<file path="src/rtl/psw_pkg.sv">
package psw_pkg;

  localparam int PSW_W = 16;

  typedef enum logic [1:0] {
    SZ_BYTE = 2'd0,
    SZ_WORD = 2'd1,
    SZ_LONG = 2'd2,
    SZ_LALT = 2'd3
  } op_size_e;

  localparam int B_CARRY = 0;
  localparam int B_OVF   = 1;
  localparam int B_ZERO  = 2;
  localparam int B_NEG   = 3;
  localparam int B_EXT   = 4;
  localparam int B_MLO   = 8;
  localparam int B_MHI   = 10;
  localparam int B_SUP   = 13;
  localparam int B_TRC   = 15;

  localparam int FLAG_W  = B_EXT + 1;
  localparam int MASK_W  = B_MHI - B_MLO + 1;

  localparam logic [PSW_W-1:0] IMPL_BITS = 16'hA71F;
  localparam logic [PSW_W-1:0] RESET_VAL = 16'h2700;

endpackage

</file>
<file path="src/rtl/psw_flag_eval.sv">
module psw_flag_eval
  import psw_pkg::*;
#(
  parameter int DW = 32
) (
  input  logic [1:0]        size,
  input  logic [DW-1:0]     res,
  input  logic              carry,
  input  logic              ovf,
  input  logic              x_follow,
  input  logic              x_cur,
  output logic [FLAG_W-1:0] flags
);
  localparam int BW = DW / 4;
  localparam int WW = DW / 2;

  logic zero_b, zero_w, zero_l;
  logic neg, zero;

  assign zero_b = (res[BW-1:0] == '0);
  assign zero_w = (res[WW-1:0] == '0);
  assign zero_l = (res == '0);

  always_comb begin
    unique case (op_size_e'(size))
      SZ_BYTE: begin
        neg  = res[BW-1];
        zero = zero_b;
      end
      SZ_WORD: begin
        neg  = res[WW-1];
        zero = zero_w;
      end
      default: begin
        neg  = res[DW-1];
        zero = zero_l;
      end
    endcase
  end

  always_comb begin
    flags          = '0;
    flags[B_CARRY] = carry;
    flags[B_OVF]   = ovf;
    flags[B_ZERO]  = zero;
    flags[B_NEG]   = neg;
    flags[B_EXT]   = x_follow ? carry : x_cur;
  end
endmodule

</file>
<file path="src/rtl/psw_wr_merge.sv">
module psw_wr_merge
  import psw_pkg::*;
(
  input  logic [PSW_W-1:0]  cur,
  input  logic              flag_upd,
  input  logic [FLAG_W-1:0] flags,
  input  logic              wr_en,
  input  logic [1:0]        wr_byte_sel,
  input  logic [PSW_W-1:0]  wr_data,
  output logic [PSW_W-1:0]  nxt,
  output logic              load
);
  logic lo_wr, hi_wr;

  assign lo_wr = wr_en && wr_byte_sel[0];
  assign hi_wr = wr_en && wr_byte_sel[1] && cur[B_SUP];
  assign load  = flag_upd || lo_wr || hi_wr;

  always_comb begin
    nxt = cur;
    if (flag_upd) nxt[FLAG_W-1:0] = flags;
    if (lo_wr)    nxt[FLAG_W-1:0] = wr_data[FLAG_W-1:0];
    if (hi_wr) begin
      nxt[B_TRC]         = wr_data[B_TRC];
      nxt[B_SUP]         = wr_data[B_SUP];
      nxt[B_MHI:B_MLO]   = wr_data[B_MHI:B_MLO];
    end
    nxt = nxt & IMPL_BITS;
  end
endmodule

</file>
<file path="src/rtl/psw_irq_gate.sv">
module psw_irq_gate #(
  parameter int LW = 3
) (
  input  logic [LW-1:0] mask,
  input  logic [LW-1:0] lvl,
  output logic          take
);
  localparam logic [LW-1:0] TOP = {LW{1'b1}};

  logic is_top, above;

  assign is_top = (lvl == TOP);
  assign above  = (lvl != '0) && (lvl > mask);
  assign take   = is_top || above;
endmodule

</file>
<file path="src/rtl/psw_reg.sv">
module psw_reg
  import psw_pkg::*;
#(
  parameter int DW = 32
) (
  input  logic          clk,
  input  logic          rst_n,
  input  logic          flag_upd,
  input  logic [1:0]    op_size,
  input  logic [DW-1:0] alu_res,
  input  logic          alu_carry,
  input  logic          alu_ovf,
  input  logic          x_follow,
  input  logic          wr_en,
  input  logic [1:0]    wr_byte_sel,
  input  logic [15:0]   wr_data,
  input  logic [2:0]    irq_lvl,
  output logic [15:0]   psw,
  output logic          sup_mode,
  output logic          trace_en,
  output logic [2:0]    irq_mask,
  output logic          irq_take
);
  logic [1:0]        rst_sync;
  logic              rst_n_i;
  logic [PSW_W-1:0]  psw_q, psw_d;
  logic [FLAG_W-1:0] flags;
  logic              load;

  always_ff @(posedge clk or negedge rst_n) begin
    if (!rst_n) rst_sync <= 2'b00;
    else        rst_sync <= {rst_sync[0], 1'b1};
  end
  assign rst_n_i = rst_sync[1];

  psw_flag_eval #(.DW(DW)) u_flags (
    .size     (op_size),
    .res      (alu_res),
    .carry    (alu_carry),
    .ovf      (alu_ovf),
    .x_follow (x_follow),
    .x_cur    (psw_q[B_EXT]),
    .flags    (flags)
  );

  psw_wr_merge u_merge (
    .cur         (psw_q),
    .flag_upd    (flag_upd),
    .flags       (flags),
    .wr_en       (wr_en),
    .wr_byte_sel (wr_byte_sel),
    .wr_data     (wr_data),
    .nxt         (psw_d),
    .load        (load)
  );

  always_ff @(posedge clk or negedge rst_n_i) begin
    if (!rst_n_i)  psw_q <= RESET_VAL;
    else if (load) psw_q <= psw_d;
  end

  psw_irq_gate #(.LW(MASK_W)) u_irq (
    .mask (psw_q[B_MHI:B_MLO]),
    .lvl  (irq_lvl),
    .take (irq_take)
  );

  assign psw      = psw_q;
  assign sup_mode = psw_q[B_SUP];
  assign trace_en = psw_q[B_TRC];
  assign irq_mask = psw_q[B_MHI:B_MLO];

  p_rsvd_zero_r6: assert property (@(posedge clk) disable iff (!rst_n_i)
    (psw_q & ~IMPL_BITS) == '0);

  p_upper_guard_r7: assert property (@(posedge clk) disable iff (!rst_n_i)
    !(wr_en && wr_byte_sel[1] && psw_q[B_SUP]) |=> $stable(psw_q[15:8]));

  p_cv_load_r4: assert property (@(posedge clk) disable iff (!rst_n_i)
    (flag_upd && !(wr_en && wr_byte_sel[0])) |=>
      (psw_q[B_CARRY] == $past(alu_carry)) && (psw_q[B_OVF] == $past(alu_ovf)));

  p_ext_keep_r5: assert property (@(posedge clk) disable iff (!rst_n_i)
    (flag_upd && !x_follow && !(wr_en && wr_byte_sel[0])) |=> $stable(psw_q[B_EXT]));

  p_idle_hold_r12: assert property (@(posedge clk) disable iff (!rst_n_i)
    (!flag_upd && !wr_en) |=> $stable(psw_q));

  p_lvl7_r10: assert property (@(posedge clk) disable iff (!rst_n_i)
    (irq_lvl == 3'd7) |-> irq_take);

  p_lvl0_r11: assert property (@(posedge clk) disable iff (!rst_n_i)
    (irq_lvl == 3'd0) |-> !irq_take);

endmodule

</file>
<file path="config.mk">
export PLATFORM = sky130hd
export DESIGN_NAME = psw_reg
export DESIGN_NICKNAME = d
export VERILOG_FILES = /design/src/rtl/psw_pkg.sv /design/src/rtl/psw_flag_eval.sv /design/src/rtl/psw_wr_merge.sv /design/src/rtl/psw_irq_gate.sv /design/src/rtl/psw_reg.sv
export SDC_FILE = /design/constraint.sdc
export NUM_CORES = 1
export LEC_CHECK = 0
export BUFFER_PORTS_ARGS = -buffer_cell sky130_fd_sc_hd__buf_2
export CORE_AREA = 2 2 48 83
export CTS_CLUSTER_SIZE = 14
export DETAILED_ROUTE_END_ITERATION = 10
export DIE_AREA = 0 0 50 85
export PLACE_DENSITY = 0.75
export SKIP_LAST_GASP = 1
export SLEW_MARGIN = 0
export SYNTH_ARGS = -nofsm -noshare
export SYNTH_HDL_FRONTEND = slang
export SYNTH_HIERARCHICAL = 1
export SYNTH_SLANG_ARGS = --single-unit
</file>
<file path="constraint.sdc">
create_clock -name clk -period 1.3 [get_ports clk]
set_input_delay 0.13 -clock clk [delete_from_list [all_inputs] [get_ports clk]]
set_output_delay 0.13 -clock clk [all_outputs]
set_load 0.01 [all_outputs]
</file>
---- Yosys cells after proc, flatten, opt, wreduce, memory -nomap -nowiden ----
Cells that the tools add are included.
operators by class
  order comparisons ....................... 1
  eq/ne operators ......................... 2
  multiplexer cells ....................... 5
  reduce and logical (&&, ||, !) cells .... 17
operators with widths
  operator            number
  $logic_not 32->1    1
  $logic_not 16->1    1
  $mux 5              2
  $logic_not 8->1     1
  $logic_and 1x1->1   4
  $pmux 1 s2          2
  $reduce_and 2->1    2
  $reduce_bool 2->1   2
  $eq 3x3->1 const B  1
  $gt 3x3->1          1
  $logic_or 1x1->1    3
  $reduce_and 3->1    1
  $reduce_bool 3->1   1
  $eq 2x1->1 const B  1
  $logic_not 2->1     1
  $mux 1              1
storage, ports and cells
  flip-flop bits (word level) ............. 12
  input port bits ......................... 62

---- Depth between registers and ports, before layout ----
  depth after elaboration ................. 4
  gate-level depth with buffers ........... 7

---- Modules after synthesis ----
The synthesis kept the hierarchy.
modules (own cells, without submodules)
  module         times used  cells each  area an instance (µm²)  seq. area each (µm²)
  psw_reg        1           42          745.7                   455.4
  psw_wr_merge   1           34          277.8                   0.0
  psw_flag_eval  1           21          176.4                   0.0
  psw_irq_gate   1           14          100.1                   0.0

---- Worst setup path before layout ----
No wires, ideal clock.
  kind .................................... register to output
  start ................................... reg psw_q[10] (netlist: psw[10])
  end ..................................... out irq_take
  arrival ................................. 1.415 ns
  required time ........................... 1.170 ns
  setup slack ............................. -0.245 ns
  cell stages (with the launch flop) ...... 6
  buffers on the path ..................... 0
  cells stage by stage .................... dfstp_2 -> inv_1 -> ha_1 -> and3b_1 -> o211ai_1 -> o211ai_1
between the ends
  cells in the longest elaborated chain, start to end .. 3
ends and longest elaborated chain
  item                    line                source
  from (decl)             psw_reg.sv:26       logic [PSW_W-1:0] psw_q, psw_d;
  from (signal assigned)  psw_reg.sv:59       else if (load) psw_q <= psw_d;
  $gt 3x3->1              psw_irq_gate.sv:13  assign above = (lvl != '0) && (lvl > mask);
  $logic_and 1x1->1       psw_irq_gate.sv:13
  $logic_or 1x1->1        psw_irq_gate.sv:14  assign take = is_top || above;
  to (decl)               psw_reg.sv:22       output logic irq_take
No other way between the ends.

---- Worst setup path after layout ----
Same ends and word-level chain as after synthesis.

==> impl_results.md <==
- Int Power: 1.131 mW
- Crit path kind: reg -> out
- Largest register FFs: 16
- Largest net degree at the start of global routing: 12
- Clk_skew: 5.935 ps
- Full die area: 4250 µm²
- Maximum fanout along the worst path: 3
- Detailed-route DRC error count: 0
- Max-cap violations: 0
- Register area share after synthesis: 35.03%
- Outcome: finished with violations
- Count of different cell masters after synthesis: 30
- CP endpoint kind: primary output
- Routed vias/inst: 4.855
- Violated checks: setup timing
- Share of layout cells above drive strength 1: 68.72%
- P per Cell Area: 820.5 nW/µm²
- Post-Synthesis Cell Area: 1300 µm²
- R2R cell count: 4
- Via Count: 1170
- NumNets Final: 261
- Syn_area_per_cell: 11.71 µm²
- Routability cong.: 0.7540
- Bufs on Longest Clock Path: 2
- P_sw: 0.4077 mW
- Final HPWL DP: 2615 µm
- Die W: 50 µm
- Gr ovfl total: 0
- Row cnt: 29
- Reg power frac: 42.3%
- Area grow syn2layout: 44.27%
- Pre-CTS setup slack: -240.5 ps
- CTS root buf: clkbuf_8
- Post-Route Setup TNS: -1617 ps
- Worst-path clk slew: 70 ps
- Slew Limit Fails: 0
- Yosys synthesis warning count: 6
- Routed WL: 3229 µm
- Die height: 85 µm
- RSZ-0062 raised after global routing: yes
- CTS tree: built
- Placed Area: 1724 µm²
- Initial antenna violation count: 0
- Final std cell area, no fill: 1876 µm²
- Final setup vio count: 18
- Final setup margin: -456.6 ps
- Leakage power total: 0.9891 nW
- Initial Util: 36.19%
- H-tree depth: 1
- CP Data Required Time: 1170 ps
- Switch share: 26.50%
- TritonCTS buffer count: 3
- Commonest non-fill, non-tap cell in the layout: buf_2
- Skew-Pair Late Insertion Delay: 250 ps
- Clock network power share: 29.7%
- Gate Count Post-Synth: 111
- Yosys reg bits: 18
- VDD IR max: 0.0006861 V
- Arrival time of the worst setup path: 1630 ps
- Tcrit/Tclk final: 135.1%
- Combinational fraction of design power: 28.0%
- Routed Antenna Nets: 0
- Fmax achieved: 569.3 MHz
- Number of diodes: 0
- Min cycle time layout: 1757 ps
- Core ar.: 3592 µm²
- First-pass DRT Iterations: 4
- First-pass GRT wire length: 5388 µm
- Routed WL per cell: 13.40 µm
- Number of DRC markers in iteration 0: 19
- Leading cell types in the layout, fill and taps excluded: 77 x buf_2, 20 x mux2_4, 14 x dfrtp_1, 12 x buf_4
- Final hold violations: 0
- Hold WC Path Type: reg -> async
- I/O Buffers: 77
- I/O pin cnt: 84
- Global-route usage over all layers: 16.17%
- Vias in the first global route: 1252
- Critical Path Start Type: flop
- CTS Sinks: 18
-- per-layer routing --
| layer | up-vias | GRT usage [%] | part of all wire, % |
|---|---|---|---|
| li1 | 552 | - | - |
| met1 | 548 | 17.38 | 36 |
| met2 | 66 | 30.50 | 55 |
| met3 | 4 | 1.585 | 6.2 |
| met4 | 0 | 7.323 | 1.9 |
| met5 | - | 0 | 0 |
-- layout make-up --
cell class,instances,area (µm²)
Fill cell,349,1717
Multi-Input combinational cell,76,753.2
Timing Repair Buffer,94,543.0
Sequential cell,18,455.4
Tap cell,46,57.56
Clock buffer,4,55.05
Inverter,3,11.26
-- critical path: stages (launching register included) --
cell and delay (ps):
dfstp_2 540, inv_2 40, ha_4 210, a21o_2 190
o211ai_1 170, o211ai_1 100, buf_2 150
-- cell families (layout without fill, tap and decap cells) --
group	after synthesis	after routing	share of synthesized area (%)
multiplexers	27	27	26.85
other	2	7	0.5777
flip-flops	18	18	35.03
adder cells (fa/ha/maj)	3	3	2.888
AO/OA/AOI/OAI	15	15	7.604
buffers and inverters	22	101	13.19
AND/OR/NAND/NOR	24	24	13.86
-- cell usage after synthesis --
cell type / count / area share (%)
nand4_1: 2 / 0.96
and3b_1: 1 / 0.67
mux2_2: 6 / 5.2
nand3_1: 7 / 2.7
inv_1: 3 / 0.87
nor4_4: 1 / 1.6
and2_2: 1 / 0.58
conb_1: 2 / 0.58
mux2i_1: 6 / 4.6
dfstp_2: 4 / 8.1
o21a_1: 1 / 0.58
a21boi_1: 1 / 0.58
a21o_1: 1 / 0.58
buf_12: 1 / 1.5
buf_4: 15 / 8.7
nand3_4: 1 / 1.3
nor4_1: 4 / 1.9
o32ai_1: 1 / 0.67
nand2_1: 3 / 0.87
a21o_2: 2 / 1.3
nor4_2: 3 / 2.9
o211ai_1: 2 / 1.2
o21ai_0: 7 / 2.7
mux2_1: 1 / 0.87
nor2_1: 1 / 0.29
buf_2: 1 / 0.38
ha_1: 3 / 2.9
buf_6: 2 / 1.7
dfrtp_1: 14 / 27
mux2_4: 14 / 16
-- through the flow --
stage	util [%]	power [mW]	std cells	hold slack [ps]
after floorplan	-	0.8724	116	-165.6
after global placement	48.00	1.049	233	-85.12
after detailed placement	48.00	1.060	233	-81.18
after CTS	53.33	1.582	243	184.6
after global routing	52.21	1.636	241	198.8
final	52.21	1.539	241	187.4
-- path summary, 6_finish.rpt --
check                       startpoint  endpoint  slack, ps
max in group asynchronous  rst_sync[1]    psw[5]        650
hold / removal             rst_sync[1]    psw[6]        190
setup / recovery               psw[10]  irq_take       -460
setup reg to reg               psw[13]   psw[15]       -140
hold reg to reg            rst_sync[1]    psw[6]        190
min in group clk            wr_data[9]    psw[9]        240
-- power by group through the flow --
| stage | registers, mW | logic, mW | clock network [mW] |
|---|---|---|---|
| after CTS | 0.653 | 0.457 | 0.471 |
| final | 0.651 | 0.431 | 0.456 |
| after global placement | 0.661 | 0.388 | 0 |
| after global routing | 0.660 | 0.471 | 0.504 |
| after detailed placement | 0.663 | 0.397 | 0 |
| after floorplan | 0.682 | 0.191 | 0 |
-- timing repair --
action | 4_1_cts | 5_1_grt
resized for setup | 14 | 2
gates cloned | 1 | 0
buffers inserted | 4 | 1
pin swaps | 6 | 4
hold endpoints to repair | 2 | 0
endpoints found under the setup margin | 17 | 17
hold buffers | 1 | 0
(Power assumes the default switching activity.)
